<file path="src/rtl/sram_burst_pkg.sv">
package sram_burst_pkg;
  typedef enum logic {
    ORDER_LINEAR     = 1'b0,
    ORDER_INTERLEAVE = 1'b1
  } order_e;
endpackage

</file>
<file path="src/rtl/sram_burst_ce_gate.sv">
module sram_burst_ce_gate (
  input  logic proc_start_i,
  input  logic ctrl_start_i,
  input  logic adv_i,
  input  logic ce_pipe_i,
  input  logic ce_exp_a_i,
  input  logic ce_exp_b_i,
  input  logic sel_q_i,
  output logic load_o,
  output logic desel_o,
  output logic step_o
);
  logic start_evt;
  logic all_ce;

  // processor strobe only counts while the pipelining enable is active
  assign start_evt = (proc_start_i & ce_pipe_i) | ctrl_start_i;
  assign all_ce    = ce_pipe_i & ce_exp_a_i & ce_exp_b_i;
  assign load_o    = start_evt & all_ce;
  assign desel_o   = start_evt & ~all_ce;
  assign step_o    = ~start_evt & adv_i & sel_q_i;
endmodule

</file>
<file path="src/rtl/sram_burst_ctr.sv">
module sram_burst_ctr
  import sram_burst_pkg::*;
#(
  parameter int BURST_W = 2
) (
  input  logic               clk_i,
  input  logic               rst_ni,
  input  logic               load_i,
  input  logic               step_i,
  input  logic [BURST_W-1:0] base_i,
  input  order_e             mode_i,
  output logic [BURST_W-1:0] base_o,
  output logic [BURST_W-1:0] cnt_o,
  output order_e             mode_o
);
  logic [BURST_W-1:0] base_q, cnt_q;
  order_e             mode_q;

  always_ff @(posedge clk_i or negedge rst_ni) begin
    if (!rst_ni) begin
      base_q <= '0;
      cnt_q  <= '0;
      mode_q <= ORDER_LINEAR;
    end else if (load_i) begin
      base_q <= base_i;
      cnt_q  <= '0;
      mode_q <= mode_i;
    end else if (step_i) begin
      cnt_q  <= cnt_q + 1'b1;
    end
  end

  assign base_o = base_q;
  assign cnt_o  = cnt_q;
  assign mode_o = mode_q;
endmodule

</file>
<file path="src/rtl/sram_burst_order.sv">
module sram_burst_order
  import sram_burst_pkg::*;
#(
  parameter int BURST_W = 2
) (
  input  logic [BURST_W-1:0] base_i,
  input  logic [BURST_W-1:0] cnt_i,
  input  order_e             mode_i,
  output logic [BURST_W-1:0] low_o
);
  logic [BURST_W-1:0] lin_low, ilv_low;

  assign lin_low = base_i + cnt_i;  // wraps inside the aligned group
  assign ilv_low = base_i ^ cnt_i;

  always_comb begin
    unique case (mode_i)
      ORDER_INTERLEAVE: low_o = ilv_low;
      default:          low_o = lin_low;
    endcase
  end
endmodule

</file>
<file path="src/rtl/sram_burst_seq.sv">
module sram_burst_seq
  import sram_burst_pkg::*;
#(
  parameter int ADDR_W  = 20,
  parameter int BURST_W = 2
) (
  input  logic              clk_i,
  input  logic              rst_ni,
  input  logic [ADDR_W-1:0] addr_i,
  input  logic              proc_start_i,
  input  logic              ctrl_start_i,
  input  logic              adv_i,
  input  logic              ce_pipe_i,
  input  logic              ce_exp_a_i,
  input  logic              ce_exp_b_i,
  input  logic              mode_i,
  output logic [ADDR_W-1:0] burst_addr_o,
  output logic              sel_o
);
  localparam int UpperW = ADDR_W - BURST_W;

  logic               load, desel, step;
  logic               sel_q;
  logic [UpperW-1:0]  upper_q;
  logic [BURST_W-1:0] base_q, cnt_q, low;
  order_e             mode_q;
  order_e             mode_in;

  assign mode_in = order_e'(mode_i);

  sram_burst_ce_gate u_gate (
    .proc_start_i (proc_start_i),
    .ctrl_start_i (ctrl_start_i),
    .adv_i        (adv_i),
    .ce_pipe_i    (ce_pipe_i),
    .ce_exp_a_i   (ce_exp_a_i),
    .ce_exp_b_i   (ce_exp_b_i),
    .sel_q_i      (sel_q),
    .load_o       (load),
    .desel_o      (desel),
    .step_o       (step)
  );

  sram_burst_ctr #(.BURST_W(BURST_W)) u_ctr (
    .clk_i  (clk_i),
    .rst_ni (rst_ni),
    .load_i (load),
    .step_i (step),
    .base_i (addr_i[BURST_W-1:0]),
    .mode_i (mode_in),
    .base_o (base_q),
    .cnt_o  (cnt_q),
    .mode_o (mode_q)
  );

  sram_burst_order #(.BURST_W(BURST_W)) u_order (
    .base_i (base_q),
    .cnt_i  (cnt_q),
    .mode_i (mode_q),
    .low_o  (low)
  );

  always_ff @(posedge clk_i or negedge rst_ni) begin
    if (!rst_ni) begin
      upper_q <= '0;
      sel_q   <= 1'b0;
    end else if (load) begin
      upper_q <= addr_i[ADDR_W-1:BURST_W];
      sel_q   <= 1'b1;
    end else if (desel) begin
      sel_q   <= 1'b0;
    end
  end

  assign burst_addr_o = {upper_q, low};
  assign sel_o        = sel_q;
endmodule

</file>
<file path="config.mk">
export PLATFORM = sky130hd
export DESIGN_NAME = sram_burst_seq
export DESIGN_NICKNAME = d
export VERILOG_FILES = /design/src/rtl/sram_burst_pkg.sv /design/src/rtl/sram_burst_ce_gate.sv /design/src/rtl/sram_burst_ctr.sv /design/src/rtl/sram_burst_order.sv /design/src/rtl/sram_burst_seq.sv
export SDC_FILE = /design/constraint.sdc
export NUM_CORES = 1
export LEC_CHECK = 0
export CORE_ASPECT_RATIO = 1.5
export CORE_MARGIN = 2
export CORE_UTILIZATION = 40
export DETAILED_ROUTE_END_ITERATION = 12
export DONT_BUFFER_PORTS = 1
export GPL_ROUTABILITY_DRIVEN = 0
export SYNTH_ARGS = -nofsm -noshare
export SYNTH_HDL_FRONTEND = slang
export SYNTH_SLANG_ARGS = --single-unit
</file>
<file path="constraint.sdc">
create_clock -name clk_i -period 2.4 [get_ports clk_i]
set_clock_uncertainty 0.1 [all_clocks]
set_input_delay 0.72 -clock clk_i [delete_from_list [all_inputs] [get_ports clk_i]]
set_output_delay 0.72 -clock clk_i [all_outputs]
set_load 0.05 [all_outputs]
</file>
==> impl_results.md, run 1 <==
- Period Utilization, post-route: 0.924
- Pre-CTS WS: 0.517 ns
- First-pass GRT wire length: between 2 and 3 mm
- Fin nets: 101
- Startpoint Class: flop
- Slew Limit Fails: 0
- Setup TNS Final: 0 ns
- Count leader, synth: dfrtp_1
- Syn Area/Cell: 15.3 sq um
- First-pass DRT Iterations: 4
- Worst path required time: approximately 1.6 ns
- Slew @ Worst Pin: 1.01 ns
- Via density: 5.78
- Post-Synthesis Cells: 64
- Total track usage: 0.126
- Layout cell share with drive strength beyond 1: 0.143
- Crit path arrival time: ~1.4 ns
- DIE AREA: 2870 sq um
- Setup-failing EPs final: 0
- Register-to-Register Path Depth: 3
- # port buffers: 0
- Area grow syn2layout: 8.56%
- Tmin final: about 2.2 ns
- Die width: approximately 44 um
- Final WL: about 1.5 mm
- Status: finished clean
- TritonCTS Buffers: 3
- Most used DFF post-synth: dfrtp_1
- Post-synth EDFFs: 0
- Hold path cells: 1
- Yosys cell types: 16
- I/O Pins: 50
- Critical Path Max Stage Delay: 0.43 ns
- # rows: 22
- Pleak: 0.468 nW
- Async SR Flop Fraction: 1.00
- Post-Synthesis Cell Area: 980 sq um
- CTS tree: built
- PostCTS Resize Cnt: 0
- RSZ-0062 raised after global routing: no
- Yosys top cell by area: dfrtp_1
- Post-Syn Nets: 94
- WL/cell: 16.1 um
- Dpl hpwl: 1.19 mm
- CTS Buffer Depth: 2
- Maximum VDD drop: between 0.4 and 0.5 mV
- Final worst slack: roughly 0.18 ns
- DR vias: between 500 and 600
- Register bit count reported by yosys: 24
- Critical path class: flop to primary output
- Relative slew slack: 0.326
- Pin count of the biggest net entering global routing: 25
- Power Dens Cells: around 1100 nW/um^2
- Ranking of synthesized cells by area: dfrtp_1 (61%), mux2_1 (24%), xnor2_1 (1.8%)
- Max-cap violation count: 0
- Die Ht: 64.6 um
- CP Cell Sequence: ha_1, nor2b_1, xnor2_1, buf_4
- Diodes inserted: 0
- Grt total ovfl: 0
- F_max: 451 MHz
- Synth cell count leaders: dfrtp_1 (24), mux2_1 (21)
- CP Max Fanout: 4
- Vias in the first global route: around 590
- Hold Fails Final Rpt: 0
- Initial Util: 0.409
- Min-delay worst type: flop to flop
- Htree depth: 1
- Seq/Total Area, Yosys: 0.613
- Setup crit end kind: primary output
- CTS Sinks: 24
- Initial DRC Count: 4
- Crit path max-delay cell type: dfrtp_1
- Clk_lat worst skew: 0.31 ns
- Root Driver: clkbuf_4
- Ys Warns: 0
- Residual DRC: 0
- Initial antenna violation count: 0
- Clock edge transition at the registers on the reported setup and hold paths: 0.12 ns
- Post-DRT Antenna Nets: 0
- Total core area: 2390 sq um
- Share of the synthesized area in the top cell type: 0.613
==> final timing paths <==
path	startpoint	endpoint	slack [ns]
worst min register to register	u_ctr.mode_o	u_ctr.mode_o	0.41
worst min-delay path	u_ctr.mode_o	u_ctr.mode_o	0.41
min in group asynchronous	rst_ni	u_ctr.mode_o	0.92
worst max-delay path	u_ctr.cnt_o[0]	burst_addr_o[1]	0.18
max in group asynchronous	rst_ni	upper_q[0]	0.68
worst max register to register	sel_o	u_ctr.cnt_o[1]	0.78
==> sequential cells by signal, indices dropped and copies added (netlist names) <==
signal and count:
u_ctr.cnt_o 2, sel_o 1, u_ctr.base_o 2, upper_q 18, u_ctr.mode_o 1
==> repair_timing <==
item,in CTS,in global routing
setup endpoints to repair,0,0
buffers inserted,0,0
hold buffers,1,0
endpoints found under the hold margin,24,0
==> power breakdown <==
group / internal (mW) / switching [mW] / total [mW]
clock: 0.0926 / 0.112 / 0.205
combinational: 0.0685 / 0.0866 / 0.155
sequential: 0.481 / 0.292 / 0.773
total: 0.642 / 0.491 / 1.13
==> cell families after synthesis <==
kind of cell / count (synthesis) / synth area share
adder cells (fa/ha/maj): 1 / 0.0128
XOR/XNOR: 2 / 0.0179
buffers and inverters: 4 / 0.0230
multiplexers: 21 / 0.241
AND/OR/NAND/NOR: 6 / 0.0460
flip-flops: 24 / 0.613
AO/OA/AOI/OAI: 6 / 0.0460
==> layout make-up <==
type                            instances  area, sq um
Sequential cell                        24          601
Inverter                                2         7.51
Timing Repair Buffer                    4         32.5
Tap cell                               24         30.0
Fill cell                             217         1330
Clock buffer                            4         36.3
Multi-Input combinational cell         36          357
==> metal layers <==
metal  track usage  routed length (um)
met1         0.121                 483
met2         0.228                 850
met3        0.0306                 140
met4        0.0795                  42
met5             0                   0
==> critical path: cells and delay by family (launching register included) <==
| kind | cells | cell delay (ns) |
|---|---|---|
| flops | 1 | 0.43 |
| buf+inv | 1 | 0.22 |
| fa+ha+maj | 1 | 0.18 |
| simple gates | 1 | 0.13 |
| xor+xnor | 1 | 0.13 |
==> per-stage QoR <==
stage	cells	utilization	instance area (sq um)	power [mW]	hold WS, ns
floorplan	64	-	980	0.899	0.324
global placement	89	0.425	1020	0.928	0.325
detailed placement	89	0.425	1020	0.935	0.325
CTS	94	0.444	1060	1.15	0.418
global route	94	0.444	1060	1.20	0.402
finish	94	0.444	1060	1.13	0.414
==> cell usage in the layout (no fill, tap or decap) <==
master / instances
clkbuf_8: 1
mux2_1: 21
or4_1: 2
clkbuf_4: 3
ha_1: 1
dlygate4sd3_1: 1
buf_4: 3
a21oi_1: 2
inv_2: 1
xnor2_1: 2
nand2b_4: 1
o2111ai_2: 1
dfrtp_1: 24
and2_1: 1
o21ai_0: 1
nor2b_1: 1
o31ai_1: 2
inv_1: 1
nand2_1: 1
No activity file was read; power rests on OpenSTA's default activity.
==> run 2, diff against run 1 <==
- ABC_AREA: not set -> 1
- RECOVER_POWER: not set -> 25
==> impl_results.md, run 2 <==
- Crit path arrival time: 1.32 ns (was 1.40 ns)
- PostCTS Resize Cnt: 0 (unchanged)
- Die width: 46.4 um (was 44.4 um)
- Final Non-Filler Cells: 159 (was 94)
- Residual DRC: 0 (unchanged)
- Yosys top cell by area: dfrtp_1 (unchanged)
- Power Dens Cells: 1020 nW/um^2 (was 1070 nW/um^2)
- F_max: 467 MHz (was 451 MHz)
- Initial Util: 0.412 (was 0.409)
- Root Driver: clkbuf_8 (was clkbuf_4)
- DIE AREA: 3140 sq um (was 2870 sq um)
- Critical path class: flop to primary output (unchanged)
- Startpoint Class: flop (unchanged)
- Slew Limit Fails: 0 (unchanged)
- Status: finished clean (unchanged)
- Hold Fails Final Rpt: 0 (unchanged)
- Share of the synthesized area in the top cell type: 0.556 (was 0.613)
- Total track usage: 0.148 (was 0.126)
- Max-cap violation count: 0 (unchanged)
- TritonCTS Buffers: 3 (unchanged)
- Placed cells: 155 (was 89)
- Relative slew slack: 0.641 (was 0.326)
- Most common cell after layout, fill and taps aside: nand2_1 (was dfrtp_1)
- WL/cell: 13.5 um (was 16.1 um)
- Htree depth: 1 (unchanged)
- Most frequent cells in the layout: nand2_1 (49), nand3_1 (25), dfrtp_1 (24) (was dfrtp_1 (24), mux2_1 (21), clkbuf_4 (3), buf_4 (3))
- Initial antenna violation count: 0 (unchanged)
- Total core area: 2620 sq um (was 2390 sq um)
- Setup-failing EPs final: 0 (unchanged)
- Post-Synthesis Cells: 122 (was 64)
- # port buffers: 0 (unchanged)
- Max reg flops: 18 (unchanged)
- Count leader, synth: nand2_1 (was dfrtp_1)
- Hold-fix buffers, CTS: 0 (was 1)
- Diodes inserted: 0 (unchanged)
- First-pass GRT wire length: 3.28 mm (was 2.66 mm)
- Layout cell share with drive strength beyond 1: 0.0738 (was 0.143)
- Synth cell count leaders: nand2_1 (49), nand3_1 (25), dfrtp_1 (24) (was dfrtp_1 (24), mux2_1 (21))
- Final worst slack: 0.257 ns (was 0.181 ns)
- Min-delay worst type: primary input to asynchronous set/reset pin (was flop to flop)
- First-pass DRT Iterations: 4 (unchanged)
- Ys Warns: 0 (unchanged)
- Setup crit end kind: primary output (unchanged)
- Largest Register: upper_q (unchanged)
- Maximum VDD drop: 0.472 mV (was 0.484 mV)
- Die Ht: 67.6 um (was 64.6 um)
- CP Max Fanout: 4 (unchanged)
- Pin count of the biggest net entering global routing: 27 (was 25)
- Grt total ovfl: 0 (unchanged)
- CTS Buffer Depth: 2 (unchanged)
- CTS tree: built (unchanged)
- Slew @ Worst Pin: 0.539 ns (was 1.01 ns)
- Worst path required time: 1.58 ns (about the same)
- Vias in the first global route: 722 (was 594)
- Syn Area/Cell: 8.85 sq um (was 15.3 sq um)
- Post-synth EDFFs: 0 (unchanged)
- Yosys cell types: 15 (was 16)
- Post-DRT Antenna Nets: 0 (unchanged)
- DR vias: 780 (was 543)
- Ranking of synthesized cells by area: dfrtp_1 (56%), nand2_1 (17%), nand3_1 (12%) (was dfrtp_1 (61%), mux2_1 (24%), xnor2_1 (1.8%))
- Pre-CTS WS: 0.541 ns (was 0.517 ns)
- # rows: 23 (was 22)
- Pleak: 0.629 nW (was 0.468 nW)
- Post-CTS setup buffer count: 0 (unchanged)
- Most used DFF post-synth: dfrtp_1 (unchanged)
- Register bit count reported by yosys: 24 (unchanged)
- Async SR Flop Fraction: 1.00 (unchanged)
- Tmin final: 2.14 ns (was 2.22 ns)
- Setup TNS Final: 0 ns (unchanged)
- CTS Sinks: 24 (unchanged)
- Clk_lat worst skew: 0.26 ns (was 0.31 ns)
- Area grow syn2layout: 5.91% (was 8.56%)
- Seq/Total Area, Yosys: 0.556 (was 0.613)
- Final WL: 2.15 mm (was 1.52 mm)
- RSZ-0062 raised after global routing: no (unchanged)
- Post-Synthesis Cell Area: 1080 sq um (was 980 sq um)
- Post-Syn Nets: 152 (was 94)
- Via density: 4.91 (was 5.78)
- Initial DRC Count: 9 (was 4)
- I/O Pins: 50 (unchanged)
- Period Utilization, post-route: 0.893 (was 0.924)
- Clock edge transition at the registers on the reported setup and hold paths: 0.08 ns (was 0.12 ns)
- Dpl hpwl: 1.54 mm (was 1.19 mm)
- Fin nets: 153 (was 101)
## run 2: cell count changes in the layout (fill, tap and decap cells not counted), sizes merged, moves of 2 or more
cell and delta:
nand3 +25, or4 -2, mux2 -21, o31ai -2, nand4 +2, a21oi -2, nor2 +2, xor2 +2
inv +5, nand2 +50
## run 2: where the power goes
group / total, mW / switching [mW] / internal (mW)
Clock: 0.266 / 0.120 / 0.146
Combinational: 0.159 / 0.108 / 0.0514
Sequential: 0.744 / 0.270 / 0.474
Total: 1.17 / 0.498 / 0.671
## run 2: per-stage QoR
stage	area [sq um]	hold slack [ns]	total power, mW	util
5_1_grt	1140	0.0249	1.23	0.437
4_1_cts	1140	0.0386	1.18	0.437
2_1_floorplan	1080	0.324	0.886	-
6_report	1140	0.0458	1.17	0.437
3_5_place_dp	1090	0.325	0.916	0.416
3_3_place_gp	1090	0.325	0.908	0.416
## run 2: metal layers
layer / GRT usage / vias to the layer above / wire [um]
met5: 0 / - / 0
met4: 0.0643 / 0 / 19
met3: 0.0481 / 2 / 141
met2: 0.240 / 25 / 1160
met1: 0.173 / 366 / 825
li1: - / 387 / -
## run 2: cell families after synthesis
| logic type | after synthesis | synth area share |
|---|---|---|
| compound gates | 1 | 0.00696 |
| xor+xnor | 3 | 0.0243 |
| fa+ha+maj | 1 | 0.0116 |
| buf+inv | 13 | 0.0730 |
| flops | 24 | 0.556 |
| simple gates | 80 | 0.328 |
## run 2: final timing paths
path	startpoint	endpoint	slack, ns	cells past startpoint
setup / recovery	u_ctr.cnt_o[0]	burst_addr_o[1]	0.26	4
hold reg to reg	u_ctr.base_o[0]	u_ctr.base_o[0]	0.42	2
max in group asynchronous	rst_ni	u_ctr.mode_o	2.08	0
hold / removal	rst_ni	upper_q[9]	0.05	0
setup reg to reg	sel_o	u_ctr.cnt_o[1]	1.05	4
min in group clk_i	u_ctr.base_o[0]	u_ctr.base_o[0]	0.42	2
## run 2: cell type report
class	instances	area, sq um
inverters	7	26.3
repair buffers	2	15.0
flip-flops and latches	24	601
multi-input cells	85	400
well taps	37	46.3
fillers	258	1480
clock buffers	4	55.1
## run 2: critical path: stages (launching register included)
cell and delay, ns:
dfrtp_1 0.42, ha_1 0.21, nand3_1 0.08, nand2_1 0.05
inv_1 0.31
